## config.mk

```make
export PLATFORM = sky130hd
export DESIGN_NAME = line_irq_unit
export DESIGN_NICKNAME = d
export VERILOG_FILES = /design/src/rtl/line_irq_pkg.sv /design/src/rtl/lir_regs.sv /design/src/rtl/lir_match.sv /design/src/rtl/lir_status.sv /design/src/rtl/line_irq_unit.sv
export SDC_FILE = /design/constraint.sdc
export NUM_CORES = 1
export LEC_CHECK = 0
export ABC_AREA = 1
export BUFFER_PORTS_ARGS = -buffer_cell sky130_fd_sc_hd__buf_2
export CAP_MARGIN = 25
export CORE_UTILIZATION = 51
export DETAILED_ROUTE_END_ITERATION = 16
export MAX_ROUTING_LAYER = met4
export PLACE_DENSITY = 0.77
export RECOVER_POWER = 100
export SLEW_MARGIN = 15
export SYNTH_ARGS = -nofsm -noshare
export SYNTH_HDL_FRONTEND = slang
export SYNTH_SLANG_ARGS = --single-unit
```

## constraint.sdc

```tcl
create_clock -name clk -period 1.6 [get_ports clk]
set_input_delay 0.48 -clock clk [delete_from_list [all_inputs] [get_ports clk]]
set_output_delay 0.48 -clock clk [all_outputs]
set_load 0.01 [all_outputs]
```

## src/rtl/line_irq_pkg.sv

```systemverilog
`timescale 1ns/1ps
package line_irq_pkg;
    localparam int DATA_W     = 32;
    localparam int HI_POS     = 16;
    localparam int LO_POS     = 0;
    localparam int LINE_BASE  = 4;

    localparam logic [2:0] A_STATUS = 3'd0;
    localparam logic [2:0] A_CLEAR  = 3'd1;
    localparam logic [2:0] A_MASK   = 3'd2;
    localparam logic [2:0] A_TRIG   = 3'd3;

    typedef struct packed {
        logic sb;
        logic db;
    } load_t;

    function automatic logic [DATA_W-1:0] place_hi(input logic [15:0] v, input int w);
        logic [DATA_W-1:0] r;
        r = '0;
        for (int b = 0; b < 16; b++)
            if (b < w) r[HI_POS+b] = v[b];
        return r;
    endfunction
endpackage

```

## src/rtl/lir_regs.sv

```systemverilog
`timescale 1ns/1ps
module lir_regs
    import line_irq_pkg::*;
#(
    parameter int N_SRC  = 4,
    parameter int Y_W    = 13,
    parameter int ADDR_W = 3
) (
    input  logic                         clk,
    input  logic                         rst,
    input  logic                         wr_en,
    input  logic [ADDR_W-1:0]            addr,
    input  logic [DATA_W-1:0]            wdata,
    output logic [N_SRC-1:0]             mask_q,
    output logic [N_SRC-1:0][Y_W-1:0]    line_q,
    output logic [Y_W-1:0]               sb_line_q,
    output logic [Y_W-1:0]               db_line_q
);
    always_ff @(posedge clk) begin
        if (rst) begin
            mask_q    <= '0;
            sb_line_q <= '0;
            db_line_q <= '0;
        end else if (wr_en) begin
            if (addr == ADDR_W'(A_MASK))
                mask_q <= wdata[N_SRC-1:0];
            if (addr == ADDR_W'(A_TRIG)) begin
                db_line_q <= wdata[LO_POS +: Y_W];
                sb_line_q <= wdata[HI_POS +: Y_W];
            end
        end
    end

    for (genvar i = 0; i < N_SRC; i++) begin : g_line
        always_ff @(posedge clk) begin
            if (rst)
                line_q[i] <= '0;
            else if (wr_en && addr == ADDR_W'(LINE_BASE + i))
                line_q[i] <= wdata[HI_POS +: Y_W];
        end
    end
endmodule

```

## src/rtl/lir_match.sv

```systemverilog
`timescale 1ns/1ps
module lir_match
    import line_irq_pkg::*;
#(
    parameter int N_SRC = 4,
    parameter int Y_W   = 13
) (
    input  logic                      clk,
    input  logic                      rst,
    input  logic                      line_start,
    input  logic [Y_W-1:0]            cur_y,
    input  logic [N_SRC-1:0][Y_W-1:0] line_q,
    input  logic [Y_W-1:0]            sb_line_q,
    input  logic [Y_W-1:0]            db_line_q,
    output logic [N_SRC-1:0]          hit,
    output load_t                     load_q
);
    for (genvar i = 0; i < N_SRC; i++) begin : g_cmp
        assign hit[i] = line_start && (cur_y == line_q[i]);
    end

    load_t load_d;
    always_comb begin
        load_d.sb = line_start && (cur_y == sb_line_q);
        load_d.db = line_start && (cur_y == db_line_q);
    end

    always_ff @(posedge clk) begin
        if (rst) load_q <= '0;
        else     load_q <= load_d;
    end
endmodule

```

## src/rtl/lir_status.sv

```systemverilog
`timescale 1ns/1ps
module lir_status #(
    parameter int N_SRC = 4
) (
    input  logic             clk,
    input  logic             rst,
    input  logic [N_SRC-1:0] hit,
    input  logic             clr_we,
    input  logic [N_SRC-1:0] clr_bits,
    output logic [N_SRC-1:0] status_q
);
    logic [N_SRC-1:0] clr_eff;
    assign clr_eff = clr_we ? clr_bits : '0;

    always_ff @(posedge clk) begin
        if (rst) status_q <= '0;
        else     status_q <= (status_q & ~clr_eff) | hit;
    end
endmodule

```

## src/rtl/line_irq_unit.sv

```systemverilog
`timescale 1ns/1ps
module line_irq_unit
    import line_irq_pkg::*;
#(
    parameter int N_SRC  = 4,
    parameter int Y_W    = 13,
    parameter int ADDR_W = 3
) (
    input  logic              clk,
    input  logic              rst,
    input  logic [Y_W-1:0]    cur_y,
    input  logic              line_start,
    input  logic              wr_en,
    input  logic [ADDR_W-1:0] addr,
    input  logic [31:0]       wdata,
    output logic [31:0]       rdata,
    output logic              irq,
    output logic              sb_load,
    output logic              db_load
);
    logic [N_SRC-1:0]            mask_q;
    logic [N_SRC-1:0][Y_W-1:0]   line_q;
    logic [Y_W-1:0]              sb_line_q;
    logic [Y_W-1:0]              db_line_q;
    logic [N_SRC-1:0]            hit;
    logic [N_SRC-1:0]            status_q;
    load_t                       load_q;

    lir_regs #(.N_SRC(N_SRC), .Y_W(Y_W), .ADDR_W(ADDR_W)) u_regs (
        .clk(clk), .rst(rst), .wr_en(wr_en), .addr(addr), .wdata(wdata),
        .mask_q(mask_q), .line_q(line_q), .sb_line_q(sb_line_q), .db_line_q(db_line_q)
    );

    lir_match #(.N_SRC(N_SRC), .Y_W(Y_W)) u_match (
        .clk(clk), .rst(rst), .line_start(line_start), .cur_y(cur_y),
        .line_q(line_q), .sb_line_q(sb_line_q), .db_line_q(db_line_q),
        .hit(hit), .load_q(load_q)
    );

    lir_status #(.N_SRC(N_SRC)) u_status (
        .clk(clk), .rst(rst), .hit(hit),
        .clr_we(wr_en && addr == ADDR_W'(A_CLEAR)),
        .clr_bits(wdata[N_SRC-1:0]), .status_q(status_q)
    );

    assign irq     = |(status_q & mask_q);
    assign sb_load = load_q.sb;
    assign db_load = load_q.db;

    always_comb begin
        rdata = '0;
        if (addr == ADDR_W'(A_STATUS)) rdata[N_SRC-1:0] = status_q;
        if (addr == ADDR_W'(A_MASK))   rdata[N_SRC-1:0] = mask_q;
        if (addr == ADDR_W'(A_TRIG)) begin
            rdata[LO_POS +: Y_W] = db_line_q;
            rdata[HI_POS +: Y_W] = sb_line_q;
        end
        for (int i = 0; i < N_SRC; i++)
            if (addr == ADDR_W'(LINE_BASE + i))
                rdata = place_hi(16'(line_q[i]), Y_W);
    end
endmodule

```

==> impl_metrics.sql <==
INSERT INTO impl_metrics (metric_group, metric, value, unit) VALUES
('outcome', 'run_status', 'complete, but fails checks', ''),
('outcome', 'failing_checks', 'setup timing', ''),
('yosys', 'synth_top_family_by_area', 'simple AND/OR/NAND/NOR gates', ''),
('yosys', 'synth_compound_area_share', '23.9', '%'),
('place', 'global_placement_routability_congestion', '0.939', ''),
('final_layout', 'post-route-cell-area', '6290', 'sq um'),
('yosys', 'synth.ff_latch_count', '88', ''),
('global_routing', 'grt_max_degree', '81', ''),
('clock_tree', 'clk_path_buf_depth', '2', ''),
('routing', 'drt_pass1_iterations', '5', ''),
('yosys', 'synth_fa_ha_area_share', '0', '%'),
('sta', 'final-hold-violation-count', '0', ''),
('final_layout', 'drive_above_1_share', '23.3', '%'),
('sta', 'final.setup.tns', '-5110', 'ps'),
('routing', 'drc', '0', ''),
('global_routing', 'antenna_violations_before_repair', '0', ''),
('global_routing', 'globalRouteOverflowTotal', '0', ''),
('yosys', 'ys_seq_area_share', '36.0', '%'),
('die', 'floorplan.initialDensity', '52.7', '%'),
('global_routing', 'global_route.usage.total', '35.8', '%'),
('sta', 'period_share', '118', '%'),
('sta', 'maxClockFrequency', '0.529', 'GHz'),
('final_layout', 'final_net_count', '937', ''),
('sta', 'final.min_clock_period', '1890', 'ps'),
('yosys', 'yosys_warnings', '0', ''),
('worst_setup_path', 'critPathRequiredTime', '1120', 'ps'),
('clock_tree', 'insertion_delay', '360', 'ps'),
('place', 'place_area', '5750', 'sq um'),
('place', 'place_worst_setup_slack', '-376', 'ps'),
('clock_tree', 'cts.root.buffer_cell', 'sky130_fd_sc_hd__clkbuf_8', ''),
('yosys', 'synth.distinct_cells', '31', ''),
('final_layout', 'insertedDiodeCount', '0', ''),
('routing', 'drtAntennaViolNets', '0', ''),
('worst_setup_path', 'cp_data_arrival_time', '1410', 'ps'),
('routing', 'vias', '5609', ''),
('place', 'placed_cells', '993', ''),
('yosys', 'synth_simple_gate_area_share', '26.4', '%'),
('yosys', 'yosys-mux-area-fraction', '0', '%'),
('final_layout', 'area_delta_synth_final', '28.5', '%'),
('final_layout', 'layout.filler_cells', '855', ''),
('pwr', 'fin_total_pwr', '4.94', 'mW'),
('pwr', 'power_density_normalized_to_cell_area', '785', 'nW/um^2'),
('routing', 'vias_per_cell', '5.50', ''),
('clock_tree', 'cts_made_buffers', '9', ''),
('routing', 'routed_wire_length_per_instance', '16.7', 'um'),
('die', 'design.die.area', '10000', 'sq um'),
('clock_tree', 'cts_htree_levels', '3', ''),
('clock_tree', 'ctsHoldBuffers', '0', ''),
('routing', 'detail_route.wirelength', '17000', 'um'),
('yosys', 'postSynthCellCount', '771', ''),
('worst_setup_path', 'maximum_fanout_along_the_worst_path', '6', ''),
('place', 'dp_hpwl', '12300', 'um'),
('worst_setup_path', 'crit_path_start_kind', 'input pin', ''),
('die', 'placement_rows', '35', ''),
('global_routing', 'grt_first_pass_wirelength', '26500', 'um'),
('yosys', 'synth_xor_xnor_area_share', '0.894', '%'),
('worst_setup_path', 'timing.setup.critical_path_class', 'in2out', ''),
('die', 'die_w', '100', 'um'),
('sta', 'setup_slack', '-291', 'ps'),
('routing', 'drtIter0Drc', '441', ''),
('global_routing', 'first_global_vias', '5212', ''),
('clock_tree', 'tritoncts', 'yes', ''),
('yosys', 'synth_area_per_cell', '6.35', 'sq um'),
('sta', 'drv_slew', '0', ''),
('worst_hold_path', 'hold_path_class', 'in2reg', ''),
('worst_setup_path', 'endpoint_kind', 'output pin', ''),
('clock_tree', 'worst_setup_hold_path_clk_slew', '90', 'ps'),
('sta', 'finalHoldWorstSlack', '371', 'ps'),
('sta', 'rsz0062_at_grt', 'yes', ''),
('die', 'floorplan.die.height', '100', 'um'),
('die', 'io_pins', '87', ''),
('yosys', 'mapped_area', '4900', 'sq um'),
('final_layout', 'final_core_util', '67.8', '%'),
('die', 'core_area', '9280', 'sq um'),
('place', 'portBuffers', '74', ''),
('sta', 'finalSetupViolations', '27', ''),
('pwr', 'power.ir.vdd_worst', '0.656', 'mV'),
('clock_tree', 'number_of_sinks_driven_by_the_clock_tree', '88', ''),
('pwr', 'power.leakage', '2.77', 'nW'),
('sta', 'clock-skew-final', '9.62', 'ps'),
('flow_run', 'maxCapViolations', '0', ''),
('final_layout', 'finalNonFillerCells', '1019', '');
## layer usage
layer | GRT usage (%) | vias up | routed length, um
li1 | - | 2700 | -
met1 | 43.9 | 2562 | 6900
met2 | 58.0 | 283 | 7960
met3 | 6.41 | 64 | 1370
met4 | 15.5 | 0 | 782
met5 | - | - | 0
## state kept, by name, indices dropped and copies added (netlist names)
signal,count
u_regs.line_q,52
u_status.status_q,4
u_match.load_q,2
u_regs.sb_line_q,13
u_regs.db_line_q,13
u_regs.mask_q,4
## worst paths after layout
kind,to,from,depth (start not counted),slack (ps)
worst min-delay path,u_regs.mask_q[2],wdata[2],3,370
worst max-delay path,rdata[20],addr[2],8,-290
worst min register to register,u_regs.mask_q[3],u_regs.mask_q[3],2,460
worst max register to register,u_status.status_q[2],u_regs.line_q[32],8,230
## repair_timing
action	CTS	global route
pin swaps	16	1
cloned	2	0
setup buffers	7	3
gates resized for setup	55	14
hold endpoints to repair	0	0
endpoints found under the setup margin	27	30
## cells in the final DEF, fill, tap and decap left out, drive strengths merged
| master | instances |
|---|---|
| o21a | 1 |
| o22ai | 19 |
| o2111ai | 4 |
| o211ai | 8 |
| nand4 | 1 |
| nor2 | 66 |
| xor2 | 2 |
| nand3 | 23 |
| nor3 | 1 |
| dfxtp | 88 |
| a21oi | 97 |
| xnor2 | 3 |
| clkinvlp | 2 |
| buf | 135 |
| bufinv | 2 |
| clkbuf | 13 |
| o21ai | 89 |
| clkinv | 2 |
| o221ai | 2 |
| conb | 6 |
| inv | 99 |
| or2 | 3 |
| nand2 | 224 |
## worst max-delay path: stages
cell	delay [ps]
sky130_fd_sc_hd__buf_6	110
sky130_fd_sc_hd__inv_8	80
sky130_fd_sc_hd__nand3_4	140
sky130_fd_sc_hd__buf_4	180
sky130_fd_sc_hd__o22ai_2	150
sky130_fd_sc_hd__a21oi_2	50
sky130_fd_sc_hd__nand3_1	90
sky130_fd_sc_hd__buf_2	130
## cell usage after synthesis, drive strengths merged
| master | n | area (sq um) |
|---|---|---|
| nor2 | 66 | 273 |
| clkinv | 1 | 3.75 |
| o21ai | 89 | 445 |
| or2 | 3 | 18.8 |
| conb | 1 | 3.75 |
| dfxtp | 88 | 1760 |
| nand2 | 224 | 858 |
| inv | 99 | 372 |
| o22ai | 19 | 119 |
| o21a | 1 | 7.51 |
| a21oi | 97 | 485 |
| nand4 | 1 | 6.26 |
| xor2 | 2 | 17.5 |
| o221ai | 2 | 17.5 |
| xnor2 | 3 | 26.3 |
| o211ai | 8 | 60.1 |
| clkbuf | 12 | 46.3 |
| buf | 28 | 201 |
| nand3 | 22 | 123 |
| o2111ai | 4 | 35.0 |
| nor3 | 1 | 16.3 |
## kinds of logic after synthesis
family / count (synthesis)
and+or+nand+nor: 317
AOI/OAI and AO/OA: 220
buffers and inverters: 140
DFF: 88
xor gates and xnor gates: 5
other: 1
## layout make-up
type / instances / area [sq um] / area share [%]
flip-flops and latches: 88 / 1770 / 28.1
multi-input cells: 549 / 2730 / 43.4
well taps: 129 / 161 / 2.56
clock inverters: 5 / 80.1 / 1.27
clock buffers: 11 / 141 / 2.25
inverters: 100 / 388 / 6.16
repair buffers: 137 / 1030 / 16.3
## where the power goes
part / total (mW) / switching [mW] / internal, mW
clock: 1.75 / 0.833 / 0.921
sequential: 2.32 / 0.0533 / 2.26
combinational: 0.869 / 0.528 / 0.341
(Power assumes the default switching activity.)
